## src/rtl/fr_pkg.sv

```systemverilog
`timescale 1ns/1ps
package fr_pkg;
  localparam int NCLS   = 3;
  localparam int CODE_W = 3;
  localparam int MM_NC  = 5;
  localparam int BUS_NC = 6;
  localparam int USE_NC = 6;
  // cause codes forced by the stacking context flags
  localparam int MM_STK    = 2;
  localparam int MM_UNSTK  = 3;
  localparam int BUS_STK   = 0;
  localparam int BUS_UNSTK = 1;

  typedef enum logic [1:0] {
    EXC_MEM  = 2'd0,
    EXC_BUS  = 2'd1,
    EXC_USE  = 2'd2,
    EXC_HARD = 2'd3
  } exc_e;
endpackage

```

## src/rtl/fr_cause_map.sv

```systemverilog
`timescale 1ns/1ps
module fr_cause_map #(
  parameter int NC         = 6,
  parameter int CW         = 3,
  parameter int HAS_STK    = 1,
  parameter int STK_CODE   = 0,
  parameter int UNSTK_CODE = 1
) (
  input  logic          req_i,
  input  logic [CW-1:0] code_i,
  input  logic          stk_push_i,
  input  logic          stk_pop_i,
  output logic [NC-1:0] set_o
);
  logic [CW-1:0] eff_code;

  // stacking context overrides the reported cause
  always_comb begin
    eff_code = code_i;
    if (HAS_STK != 0) begin
      if (stk_push_i)      eff_code = CW'(STK_CODE);
      else if (stk_pop_i)  eff_code = CW'(UNSTK_CODE);
    end
  end

  for (genvar g = 0; g < NC; g++) begin : g_dec
    assign set_o[g] = req_i && (eff_code == CW'(g));
  end
endmodule

```

## src/rtl/fr_arb.sv

```systemverilog
`timescale 1ns/1ps
module fr_arb #(
  parameter int NCLS = 3,
  parameter int PB   = 4
) (
  input  logic [NCLS-1:0]         req_i,
  input  logic [NCLS-1:0][PB-1:0] grp_i,
  output logic                    win_vld_o,
  output logic [1:0]              win_cls_o,
  output logic [PB-1:0]           win_grp_o
);
  // strict compare keeps the lower class on a tie
  always_comb begin
    win_vld_o = 1'b0;
    win_cls_o = 2'd0;
    win_grp_o = '0;
    for (int i = 0; i < NCLS; i++) begin
      if (req_i[i] && (!win_vld_o || (grp_i[i] < win_grp_o))) begin
        win_vld_o = 1'b1;
        win_cls_o = 2'(i);
        win_grp_o = grp_i[i];
      end
    end
  end
endmodule

```

## src/rtl/fr_decide.sv

```systemverilog
`timescale 1ns/1ps
module fr_decide
  import fr_pkg::*;
#(
  parameter int PB = 4
) (
  input  logic          win_vld_i,
  input  logic [1:0]    win_cls_i,
  input  logic [PB-1:0] win_grp_i,
  input  logic [2:0]    hnd_en_i,
  input  logic          exec_act_i,
  input  logic [PB-1:0] exec_grp_i,
  input  logic          fh_act_i,
  input  logic [1:0]    fh_cls_i,
  input  logic          stk_push_i,
  input  logic [1:0]    stk_tgt_i,
  output logic [1:0]    exc_o,
  output logic          esc_o
);
  logic cls_en, prio_blk, self_hit, bus_exempt;

  always_comb begin
    unique case (win_cls_i)
      2'd0:    cls_en = hnd_en_i[0];
      2'd1:    cls_en = hnd_en_i[1];
      2'd2:    cls_en = hnd_en_i[2];
      default: cls_en = 1'b0;
    endcase
  end

  assign prio_blk   = exec_act_i && (win_grp_i >= exec_grp_i);
  assign self_hit   = fh_act_i && (fh_cls_i == win_cls_i);
  assign bus_exempt = (win_cls_i == EXC_BUS) && stk_push_i && (stk_tgt_i == EXC_BUS);

  assign esc_o = win_vld_i && (!cls_en || (!bus_exempt && (prio_blk || self_hit)));
  assign exc_o = esc_o ? EXC_HARD : win_cls_i;
endmodule

```

## src/rtl/fr_sticky.sv

```systemverilog
`timescale 1ns/1ps
module fr_sticky #(
  parameter int W = 6
) (
  input  logic         clk,
  input  logic         rst_n,
  input  logic [W-1:0] set_i,
  input  logic [W-1:0] clr_i,
  output logic [W-1:0] q_o
);
  logic [W-1:0] q_n;
  logic         q_en;

  assign q_en = (|set_i) || (|clr_i);
  assign q_n  = (q_o & ~clr_i) | set_i;

  always_ff @(posedge clk or negedge rst_n) begin
    if (!rst_n)     q_o <= '0;
    else if (q_en)  q_o <= q_n;
  end

  assert_sticky_hold_R7: assert property (@(posedge clk) disable iff (!rst_n)
    ((|q_o) && !(|clr_i)) |=> ((q_o & $past(q_o)) == $past(q_o)));

  assert_w1c_R8: assert property (@(posedge clk) disable iff (!rst_n)
    ((clr_i & ~set_i) != '0) |=> ((q_o & $past(clr_i & ~set_i)) == '0));
endmodule

```

## src/rtl/fault_route_ctrl.sv

```systemverilog
`timescale 1ns/1ps
module fault_route_ctrl
  import fr_pkg::*;
#(
  parameter int PW        = 8,
  parameter int PRIO_BITS = 4
) (
  input  logic              clk,
  input  logic              rst_n,
  input  logic [2:0]        fault_req_i,
  input  logic [2:0]        mm_code_i,
  input  logic [2:0]        bus_code_i,
  input  logic [2:0]        use_code_i,
  input  logic              stk_push_i,
  input  logic              stk_pop_i,
  input  logic [1:0]        stk_tgt_i,
  input  logic [2:0]        hnd_en_i,
  input  logic [PW-1:0]     mm_prio_i,
  input  logic [PW-1:0]     bus_prio_i,
  input  logic [PW-1:0]     use_prio_i,
  input  logic              exec_act_i,
  input  logic [PW-1:0]     exec_prio_i,
  input  logic              fh_act_i,
  input  logic [1:0]        fh_cls_i,
  input  logic [MM_NC-1:0]  mm_clr_i,
  input  logic [BUS_NC-1:0] bus_clr_i,
  input  logic [USE_NC-1:0] use_clr_i,
  input  logic              forced_clr_i,
  output logic              take_vld_o,
  output logic [1:0]        take_exc_o,
  output logic              escalated_o,
  output logic [MM_NC-1:0]  mm_sts_o,
  output logic [BUS_NC-1:0] bus_sts_o,
  output logic [USE_NC-1:0] use_sts_o,
  output logic              forced_sts_o
);
  localparam int PB = PRIO_BITS;
  localparam int LB = PW - PB;

  // priority groups: only the upper implemented bits take part
  logic [NCLS-1:0][PW-1:0] prio_arr;
  logic [NCLS-1:0][PB-1:0] grp_arr;
  logic [PB-1:0]           exec_grp;
  logic                    prio_low_unused;

  assign prio_arr[0] = mm_prio_i;
  assign prio_arr[1] = bus_prio_i;
  assign prio_arr[2] = use_prio_i;

  for (genvar c = 0; c < NCLS; c++) begin : g_grp
    assign grp_arr[c] = prio_arr[c][PW-1 -: PB];
  end
  assign exec_grp        = exec_prio_i[PW-1 -: PB];
  assign prio_low_unused = ^{exec_prio_i[LB-1:0], mm_prio_i[LB-1:0],
                             bus_prio_i[LB-1:0], use_prio_i[LB-1:0]};

  // cause decode per class
  logic [MM_NC-1:0]  mm_set;
  logic [BUS_NC-1:0] bus_set;
  logic [USE_NC-1:0] use_set;

  fr_cause_map #(.NC(MM_NC), .CW(CODE_W), .HAS_STK(1),
                 .STK_CODE(MM_STK), .UNSTK_CODE(MM_UNSTK)) u_map_mm (
    .req_i(fault_req_i[0]), .code_i(mm_code_i), .stk_push_i(stk_push_i),
    .stk_pop_i(stk_pop_i), .set_o(mm_set));

  fr_cause_map #(.NC(BUS_NC), .CW(CODE_W), .HAS_STK(1),
                 .STK_CODE(BUS_STK), .UNSTK_CODE(BUS_UNSTK)) u_map_bus (
    .req_i(fault_req_i[1]), .code_i(bus_code_i), .stk_push_i(stk_push_i),
    .stk_pop_i(stk_pop_i), .set_o(bus_set));

  fr_cause_map #(.NC(USE_NC), .CW(CODE_W), .HAS_STK(0),
                 .STK_CODE(0), .UNSTK_CODE(0)) u_map_use (
    .req_i(fault_req_i[2]), .code_i(use_code_i), .stk_push_i(stk_push_i),
    .stk_pop_i(stk_pop_i), .set_o(use_set));

  // arbitration and decision
  logic          win_vld;
  logic [1:0]    win_cls;
  logic [PB-1:0] win_grp;
  logic [1:0]    dec_exc;
  logic          dec_esc;

  fr_arb #(.NCLS(NCLS), .PB(PB)) u_arb (
    .req_i(fault_req_i), .grp_i(grp_arr),
    .win_vld_o(win_vld), .win_cls_o(win_cls), .win_grp_o(win_grp));

  fr_decide #(.PB(PB)) u_dec (
    .win_vld_i(win_vld), .win_cls_i(win_cls), .win_grp_i(win_grp),
    .hnd_en_i(hnd_en_i), .exec_act_i(exec_act_i), .exec_grp_i(exec_grp),
    .fh_act_i(fh_act_i), .fh_cls_i(fh_cls_i), .stk_push_i(stk_push_i),
    .stk_tgt_i(stk_tgt_i), .exc_o(dec_exc), .esc_o(dec_esc));

  // sticky status
  fr_sticky #(.W(MM_NC))  u_sts_mm  (.clk(clk), .rst_n(rst_n), .set_i(mm_set),
                                     .clr_i(mm_clr_i), .q_o(mm_sts_o));
  fr_sticky #(.W(BUS_NC)) u_sts_bus (.clk(clk), .rst_n(rst_n), .set_i(bus_set),
                                     .clr_i(bus_clr_i), .q_o(bus_sts_o));
  fr_sticky #(.W(USE_NC)) u_sts_use (.clk(clk), .rst_n(rst_n), .set_i(use_set),
                                     .clr_i(use_clr_i), .q_o(use_sts_o));
  fr_sticky #(.W(1))      u_sts_frc (.clk(clk), .rst_n(rst_n), .set_i(dec_esc),
                                     .clr_i(forced_clr_i), .q_o(forced_sts_o));

  // decision register
  logic       take_vld_n, esc_n, exc_en;
  logic [1:0] take_exc_n;

  always_comb begin
    take_vld_n = win_vld;
    esc_n      = dec_esc;
    exc_en     = win_vld;
    take_exc_n = dec_exc;
  end

  always_ff @(posedge clk or negedge rst_n) begin
    if (!rst_n) begin
      take_vld_o  <= 1'b0;
      escalated_o <= 1'b0;
      take_exc_o  <= 2'd0;
    end else begin
      take_vld_o  <= take_vld_n;
      escalated_o <= esc_n;
      if (exc_en) take_exc_o <= take_exc_n;
    end
  end

  // checking aids built from ports and arbiter outputs
  logic win_en, exempt_ctx;
  assign win_en     = (win_cls == EXC_MEM) ? hnd_en_i[0] :
                      (win_cls == EXC_BUS) ? hnd_en_i[1] :
                      (win_cls == EXC_USE) ? hnd_en_i[2] : 1'b0;
  assign exempt_ctx = (win_cls == EXC_BUS) && stk_push_i && (stk_tgt_i == EXC_BUS);

  assert_prio_block_R1: assert property (@(posedge clk) disable iff (!rst_n)
    (win_vld && win_en && !exempt_ctx && exec_act_i && (win_grp >= exec_grp))
      |=> (take_exc_o == EXC_HARD));

  assert_self_fault_R2: assert property (@(posedge clk) disable iff (!rst_n)
    (win_vld && win_en && !exempt_ctx && fh_act_i && (fh_cls_i == win_cls))
      |=> (take_exc_o == EXC_HARD));

  assert_disabled_hard_R3: assert property (@(posedge clk) disable iff (!rst_n)
    (win_vld && !win_en) |=> (take_vld_o && escalated_o && take_exc_o == EXC_HARD));

  assert_stack_exempt_R4: assert property (@(posedge clk) disable iff (!rst_n)
    (win_vld && exempt_ctx && hnd_en_i[1]) |=> (take_exc_o == EXC_BUS && !escalated_o));

  assert_forced_R9: assert property (@(posedge clk) disable iff (!rst_n)
    escalated_o |-> (forced_sts_o && take_vld_o && take_exc_o == EXC_HARD));

  assert_idle_R11: assert property (@(posedge clk) disable iff (!rst_n)
    !(|fault_req_i) |=> !take_vld_o);
endmodule

```

## config.mk

```make
export PLATFORM = sky130hd
export DESIGN_NAME = fault_route_ctrl
export DESIGN_NICKNAME = d
export VERILOG_FILES = /design/src/rtl/fr_pkg.sv /design/src/rtl/fr_cause_map.sv /design/src/rtl/fr_arb.sv /design/src/rtl/fr_decide.sv /design/src/rtl/fr_sticky.sv /design/src/rtl/fault_route_ctrl.sv
export SDC_FILE = /design/constraint.sdc
export NUM_CORES = 1
export LEC_CHECK = 0
export BUFFER_PORTS_ARGS = -buffer_cell sky130_fd_sc_hd__buf_4
export CORE_ASPECT_RATIO = 1.4
export CORE_MARGIN = 10
export CORE_UTILIZATION = 43
export DETAILED_ROUTE_END_ITERATION = 8
export GPL_TIMING_DRIVEN = 0
export HOLD_SLACK_MARGIN = 0.05
export PLACE_DENSITY = 0.83
export SLEW_MARGIN = 20
export SYNTH_ARGS = -nofsm -noshare
export SYNTH_HDL_FRONTEND = slang
export SYNTH_SLANG_ARGS = --single-unit
export TNS_END_PERCENT = 5
```

## constraint.sdc

```tcl
create_clock -name clk -period 1.1 [get_ports clk]
set_clock_uncertainty 0.2 [all_clocks]
set_input_delay 0.11 -clock clk [delete_from_list [all_inputs] [get_ports clk]]
set_output_delay 0.11 -clock clk [all_outputs]
set_load 0.02 [all_outputs]
```

==> flow_summary.yaml, run 1 <==
run_status:
  status: "finished, violations left"
  violations_in_the_final_reports: "hold timing, setup timing"
global_route:
  via_count_of_the_first_global_routing_pass: 2208
  grt_antenna_before_repair: 0
  first_pass_grt_wire_length_um: 10100
  grt_start_max_net_pins: 23
  grt_overflow_total: 0
  grtUsageTotal_pct: 18.8
setup_path:
  timing.critical_path.to: "take_exc_o[0]$_DFFE_PN0P_"
  cp-startpoint: "fault_req_i[0]"
  worstReg2RegStart: "take_exc_o[1]$_DFFE_PN0P_"
  critical_path_required_time_ns: 1.07
  worst_ep_arrival_time_ns: 4.29
  worst-setup-path-type: "in2reg"
  worst-path-buf-inv: 4
  critPathLaunchType: "primary input"
  timing.reg2reg.worst_path_depth: 1
  cp.depth: 26
  reg2reg_capture_point: "take_exc_o[1]$_DFFE_PN0P_"
  critical_path.top_delay_family: "compound AO/OA/AOI/OAI gates"
  crit_slowest_cell: "sky130_fd_sc_hd__ha_1"
  worst-path-max-fanout: 6
  timing.critical_path.slowest_cell_delay_ns: 0.33
  r2r_setup_slack_ns: 0.11
  critical_path.endpoint_type: "register"
yosys:
  ys_ff_latch: 22
  yosys_warning_count: 0
  synth_area_um2: 1540
  cell_count_after_synthesis: 175
  syn-num-nets: 260
  seq_area_frac_synth_pct: 35.7
  post_synth.cell_area_avg_um2: 8.82
  number_of_enable_type_register_cells_in_the_synthesized_netlist: 0
  synth_flop_cell: "sky130_fd_sc_hd__dfrtp_1"
  synth-async-reset-ratio_pct: 100
  synth_cell_types: 42
clock_tree:
  tritoncts: "yes"
  htreeDepth: 1
  clk_pin_slew_ns: 0.08
  cts-hold-fix-buffers: 29
  clock_tree.root_cell: "sky130_fd_sc_hd__clkbuf_8"
  cts_inserted_buffers: 3
  cts_num_sinks: 22
  ctsLongestPathBuffers: 2
  clk-insertion-delay-late_ns: 0.25
final_layout:
  layout.cells.non_filler: 347
  antenna_cells: 0
  syn2layout_area_growth_pct: 95.5
  finish.net_count: 394
  stdcell_area_um2: 3020
  layout-drive-gt1-share_pct: 48.2
die:
  die_area_um2: 6420
  rows: 25
  start_util_pct: 45.2
  core_region_area_um2: 3410
  io_pins: 97
  die-height_um: 90.9
  die_width_um: 70.6
placement:
  dpl_cell_area_um2: 2260
  place.gp.congestion: 0.866
  dpl.hpwl_um: 4050
  placed_cells: 293
  io_buffers: 78
power:
  power.density_nw_per_um2: 937
  p_leak_nw: 1.46
  post-layout-total-power_mw: 2.83
  ir_worst_vdd_uv: 751
sta:
  timing.slew.headroom_pct: 73.7
  report.final.slew_viol_count: 0
  min_period_over_period_pct: 393
  timing_worst_slew_pin_value_ns: 0.394
  final_hold_vios: 6
  setup_viol_count_final: 12
  post-route-min-period_ns: 4.32
  finalHoldWorstSlack_ns: -0.0704
  setup_ws_ns: -3.22
  grt_setup_unrepaired: "yes"
  fmax_mhz: 232
job:
  maxCapViolations: 0
hold_path:
  worstHoldStart: "use_code_i[2]"
  hold_class: "in2reg"
routing:
  first_iter_violations: 77
  dr_vias: 1915
  route.antenna.remaining_nets: 0
  routedWlPerCell_um: 18.8
  remaining_drc_errors: 0
  finalWirelength_um: 6530
  detail_route.first_pass.iterations: 4
  vias_per_cell: 5.52
==> tightest hold or removal path, cell delays in order <==
cell,delay [ns]
sky130_fd_sc_hd__buf_4,0.08
sky130_fd_sc_hd__buf_4,0.10
sky130_fd_sc_hd__o41ai_1,0.06
==> report_power, final <==
part | leakage [nW] | internal (mW) | total, mW | switching, mW
clock | 0.0216 | 0.244 | 0.487 | 0.243
sequential | 0.281 | 0.877 | 0.927 | 0.0499
combinational | 1.16 | 0.753 | 1.41 | 0.660
total | 1.46 | 1.87 | 2.83 | 0.954
==> state kept, by name, indices dropped and copies added, names as in the netlist <==
name           flops
escalated_o        1
take_exc_o         2
take_vld_o         1
u_sts_bus.q_o      6
u_sts_frc.q_o      1
u_sts_mm.q_o       5
u_sts_use.q_o      6
==> layout by cell type, fill, tap and decap left out, drive strengths merged, types with 2 or more instances in the layout <==
master,count
buf,107
inv,31
dfrtp,22
nor2,20
dlygate4sd3,19
nand2,15
o21ai,11
a21oi,10
ha,10
o22ai,7
o32ai,7
dlymetal6s4s,5
a21o,4
clkbuf,4
o21a,3
nand3,3
o211ai,3
a32oi,3
o211a,2
nand2b,2
mux2i,2
nor4,2
nand4b,2
nor2b,2
==> final cells by class <==
| cell class | instances | area (um^2) |
|---|---|---|
| timing repair buffer | 129 | 1140 |
| multi-input combinational | 119 | 1080 |
| sequential | 22 | 551 |
| fill | 150 | 393 |
| inverter | 31 | 116 |
| tap | 40 | 50.0 |
| clock buffer | 3 | 41.3 |
| buffer | 3 | 35.0 |
==> Yosys cell counts (3+ instances only) <==
| library cell | n | area [um^2] |
|---|---|---|
| sky130_fd_sc_hd__a21oi_1 | 10 | 50.1 |
| sky130_fd_sc_hd__nand2_1 | 14 | 52.6 |
| sky130_fd_sc_hd__nand3_1 | 3 | 15.0 |
| sky130_fd_sc_hd__a21o_1 | 3 | 22.5 |
| sky130_fd_sc_hd__o32ai_1 | 7 | 61.3 |
| sky130_fd_sc_hd__ha_1 | 10 | 125 |
| sky130_fd_sc_hd__o21ai_0 | 9 | 45.0 |
| sky130_fd_sc_hd__o22ai_1 | 7 | 43.8 |
| sky130_fd_sc_hd__dfrtp_1 | 22 | 551 |
| sky130_fd_sc_hd__inv_1 | 31 | 116 |
| sky130_fd_sc_hd__o21a_1 | 3 | 22.5 |
| sky130_fd_sc_hd__nor2_1 | 19 | 71.3 |
==> cells by family after synthesis <==
logic type                 Yosys count  synth area share [%]
AOI/OAI and AO/OA                   57                  28.5
adders and majority gates           10                  8.11
buffers and inverters               34                  8.84
DFF                                 22                  35.7
muxes                                2                  1.30
and+or+nand+nor                     50                  17.5
==> layer usage <==
layer  global-route usage [%]  routed length [um]  up-vias
met5                        0                   0        -
met4                     11.0                 333        0
met3                     3.30                 314       30
met2                     36.3                3650       84
met1                     17.3                2230      906
li1                         -                   -      895
==> stage by stage <==
stage / setup slack (ns) / utilization, % / TNS (ns)
final: -3.22 / 88.5 / -12.75
after CTS: -3.03 / 84.4 / -14.23
after global placement: -3.42 / 66.4 / -14.67
after global routing: -3.39 / 88.5 / -14.04
after detailed placement: -3.50 / 66.4 / -15.30
after floorplan: -2.93 / - / -11.67
==> worst min path at each step <==
stage,endpoint,slack (ns),cells past startpoint
floorplan,escalated_o$_DFF_PN0_,-0.39,0
global placement,u_sts_bus.q_o[4]$_DFFE_PN0P_,-0.19,1
detailed placement,u_sts_bus.q_o[5]$_DFFE_PN0P_,-0.18,1
CTS,u_sts_mm.q_o[4]$_DFFE_PN0P_,0.009,4
global route,u_sts_use.q_o[0]$_DFFE_PN0P_,-0.06,3
finish,u_sts_use.q_o[0]$_DFFE_PN0P_,-0.07,3
==> timing repair <==
item,CTS,global route
pin swaps,26,14
setup buffers,19,3
cloned,0,0
setup endpoints to repair,24,44
hold endpoints to repair,43,10
resized for setup,33,32
No activity file was read; power rests on OpenSTA's default activity.
==> inputs of run 2 (changes only) <==
--- a/config.mk
+++ b/config.mk
@@ -10,11 +10,10 @@
 export CORE_MARGIN = 10
 export CORE_UTILIZATION = 43
 export DETAILED_ROUTE_END_ITERATION = 8
-export GPL_TIMING_DRIVEN = 0
 export HOLD_SLACK_MARGIN = 0.05
 export PLACE_DENSITY = 0.83
 export SLEW_MARGIN = 20
 export SYNTH_ARGS = -nofsm -noshare
 export SYNTH_HDL_FRONTEND = slang
 export SYNTH_SLANG_ARGS = --single-unit
-export TNS_END_PERCENT = 5
+export TNS_END_PERCENT = 100
==> constraint.sdc (replaced) <==
create_clock -name clk -period 1.1 [get_ports clk]
set_clock_uncertainty 0.2 [all_clocks]
set_input_delay 0.22 -clock clk [delete_from_list [all_inputs] [get_ports clk]]
set_output_delay 0.22 -clock clk [all_outputs]
set_load 0.02 [all_outputs]
==> flow_summary.yaml, run 2 (synthesis results as in run 1) <==
hold_path:
  worst_hold_path_depth: 2
  hold_class: "in2reg"
  worstHoldStart: "use_code_i[2]"
die:
  start_util_pct: 45.2
  die-height_um: 90.9
  core_region_area_um2: 3410
  io_pins: 97
  die_area_um2: 6420
  die_width_um: 70.6
  rows: 25
run_status:
  violations_in_the_final_reports: "hold timing, setup timing"
  status: "finished, violations left"
final_layout:
  syn2layout_area_growth_pct: 98.0
  antenna_cells: 0
  layout-drive-gt1-share_pct: 53.1
  layout_common_cells: "sky130_fd_sc_hd__buf_4 (100), sky130_fd_sc_hd__inv_1 (30), sky130_fd_sc_hd__buf_6 (28)"
  finish.net_count: 408
  largest_registers: "u_sts_bus.q_o: 6 flops, u_sts_use.q_o: 6 flops, u_sts_mm.q_o: 5 flops"
  final_common_cell: "sky130_fd_sc_hd__buf_4"
  num-fill-cells: 157
  layout.cells.non_filler: 362
routing:
  vias_per_cell: 5.44
  remaining_drc_errors: 0
  finalWirelength_um: 6740
  first_iter_violations: 87
  routedWlPerCell_um: 18.6
  route.antenna.remaining_nets: 0
  dr_vias: 1969
  detail_route.first_pass.iterations: 4
clock_tree:
  clk_pin_slew_ns: 0.08
  cts_num_sinks: 22
  cts_inserted_buffers: 3
  clk-insertion-delay-late_ns: 0.25
  tritoncts: "yes"
  clock_tree.root_cell: "sky130_fd_sc_hd__clkbuf_8"
  ctsLongestPathBuffers: 2
  htreeDepth: 1
power:
  sw_frac_of_total_pct: 32.8
  p_clk_share_pct: 19.6
  power.share.combinational_pct: 48.8
  internal_power_mw: 1.97
  share_seq_of_total_power_pct: 31.6
  ir_worst_vdd_uv: 714
  post-layout-total-power_mw: 2.93
  power.density_nw_per_um2: 958
  p_leak_nw: 1.51
  switching_power_mw: 0.961
setup_path:
  critPathLaunchType: "primary input"
  timing.reg2reg.worst_path_depth: 4
  worstReg2RegStart: "u_sts_use.q_o[4]$_DFFE_PN0P_"
  critical_path_required_time_ns: 1.03
  critical_path.endpoint_type: "register"
  worst-path-max-fanout: 6
  cp-startpoint: "fault_req_i[0]"
  worst_ep_arrival_time_ns: 4.13
  worst-setup-path-type: "in2reg"
placement:
  io_buffers: 80
  placed_cells: 320
  dpl.hpwl_um: 4500
  place_worst_setup_slack_ns: -3.35
  place.gp.congestion: 0.919
sta:
  report.final.slew_viol_count: 0
  fmax_mhz: 238
  timing.slew.headroom_pct: 77.3
  finalHoldWorstSlack_ns: -0.0386
  timing_worst_slew_pin_value_ns: 0.340
  final_hold_vios: 3
  setup_viol_count_final: 31
  min_period_over_period_pct: 382
  finalSetupTns_ns: -15.43
  setup_ws_ns: -3.10
  grt_setup_unrepaired: "yes"
  post-route-min-period_ns: 4.20
global_route:
  grt_antenna_before_repair: 0
  grt_overflow_total: 0
  grt_start_max_net_pins: 23
  grtUsageTotal_pct: 18.1
  via_count_of_the_first_global_routing_pass: 2046
  first_pass_grt_wire_length_um: 9750
job:
  maxCapViolations: 0
==> run 2: changes by cell type in the layout (fill, tap and decap cells not counted), moves of 3 or more <==
cell                             delta
sky130_fd_sc_hd__a21oi_2            +3
sky130_fd_sc_hd__nand2_8            -3
sky130_fd_sc_hd__buf_6              +3
sky130_fd_sc_hd__dlymetal6s4s_1     -5
sky130_fd_sc_hd__buf_4             +20
sky130_fd_sc_hd__nand2_4            +3
==> run 2: what timing repair did <==
action	CTS	global route
resized for setup	36	17
endpoints found under the setup margin	27	33
hold buffers	16	1
buffers inserted	10	11
pin swaps	22	14
endpoints found under the hold margin	39	7
==> run 2: area by class of cell <==
class                   instances  area (um^2)  share of cell area, %
clock buffers                   4         55.1                   1.80
multi-input cells             119         1030                   33.6
flip-flops and latches         22          551                   18.0
well taps                      40         50.0                   1.64
repair buffers                146         1260                   41.1
inverters                      31          116                   3.81
==> run 2: power groups by stage <==
stage               registers [mW]  logic (mW)  clock network (mW)
CTS                          0.922        1.28               0.587
global placement             0.924        1.08                   0
detailed placement           0.927        1.10                   0
floorplan                     1.01       0.494                   0
global route                 0.931        1.53               0.623
finish                       0.924        1.43               0.574
==> run 2: final timing paths <==
path                                                      to  slack [ns]
worst max register to register  u_sts_use.q_o[4]$_DFFE_PN0P_        0.01
min in group asynchronous        u_sts_mm.q_o[0]$_DFFE_PN0P_        0.18
worst max-delay path               take_exc_o[0]$_DFFE_PN0P_       -3.10
worst min-delay path            u_sts_use.q_o[0]$_DFFE_PN0P_       -0.04
worst min register to register  u_sts_use.q_o[2]$_DFFE_PN0P_        0.32
max in group asynchronous          u_sts_frc.q_o$_DFFE_PN0P_        0.29
==> run 2: worst max-delay path: stages <==
cell                       delay, ns
sky130_fd_sc_hd__buf_12         0.10
sky130_fd_sc_hd__nand2_4        0.05
sky130_fd_sc_hd__ha_4           0.26
sky130_fd_sc_hd__o211ai_1       0.15
sky130_fd_sc_hd__o211ai_2       0.26
sky130_fd_sc_hd__nand2_4        0.14
sky130_fd_sc_hd__buf_6          0.16
sky130_fd_sc_hd__nor2_4         0.08
sky130_fd_sc_hd__a21oi_2        0.06
sky130_fd_sc_hd__ha_1           0.30
sky130_fd_sc_hd__o21a_1         0.13
sky130_fd_sc_hd__o221a_4        0.21
sky130_fd_sc_hd__nor2_8         0.05
sky130_fd_sc_hd__o21ai_4        0.26
sky130_fd_sc_hd__buf_6          0.14
sky130_fd_sc_hd__mux2i_1        0.18
sky130_fd_sc_hd__ha_1           0.25
sky130_fd_sc_hd__nor2b_1        0.15
sky130_fd_sc_hd__o21ai_2        0.07
sky130_fd_sc_hd__a21o_1         0.19
sky130_fd_sc_hd__a211oi_2       0.21
sky130_fd_sc_hd__a221oi_2       0.08
sky130_fd_sc_hd__o21ai_1        0.12
sky130_fd_sc_hd__o211a_1        0.22
sky130_fd_sc_hd__a32oi_2        0.09
==> run 2: through the flow <==
step	utilization [%]	hold WS, ns	area [um^2]
finish	89.6	-0.0386	3050
floorplan	-	-0.276	1650
CTS	85.0	-0.0539	2900
global placement	72.4	-0.0780	2470
global route	89.6	-0.0539	3050
detailed placement	72.4	-0.0722	2470
==> run 2: metal layers <==
layer / share of wire (%) / global-route usage (%) / wire [um]
met5: 0 / 0 / 0
met4: 5.0 / 6.96 / 335
met3: 5.3 / 3.19 / 354
met2: 55 / 34.7 / 3710
met1: 35 / 18.4 / 2340
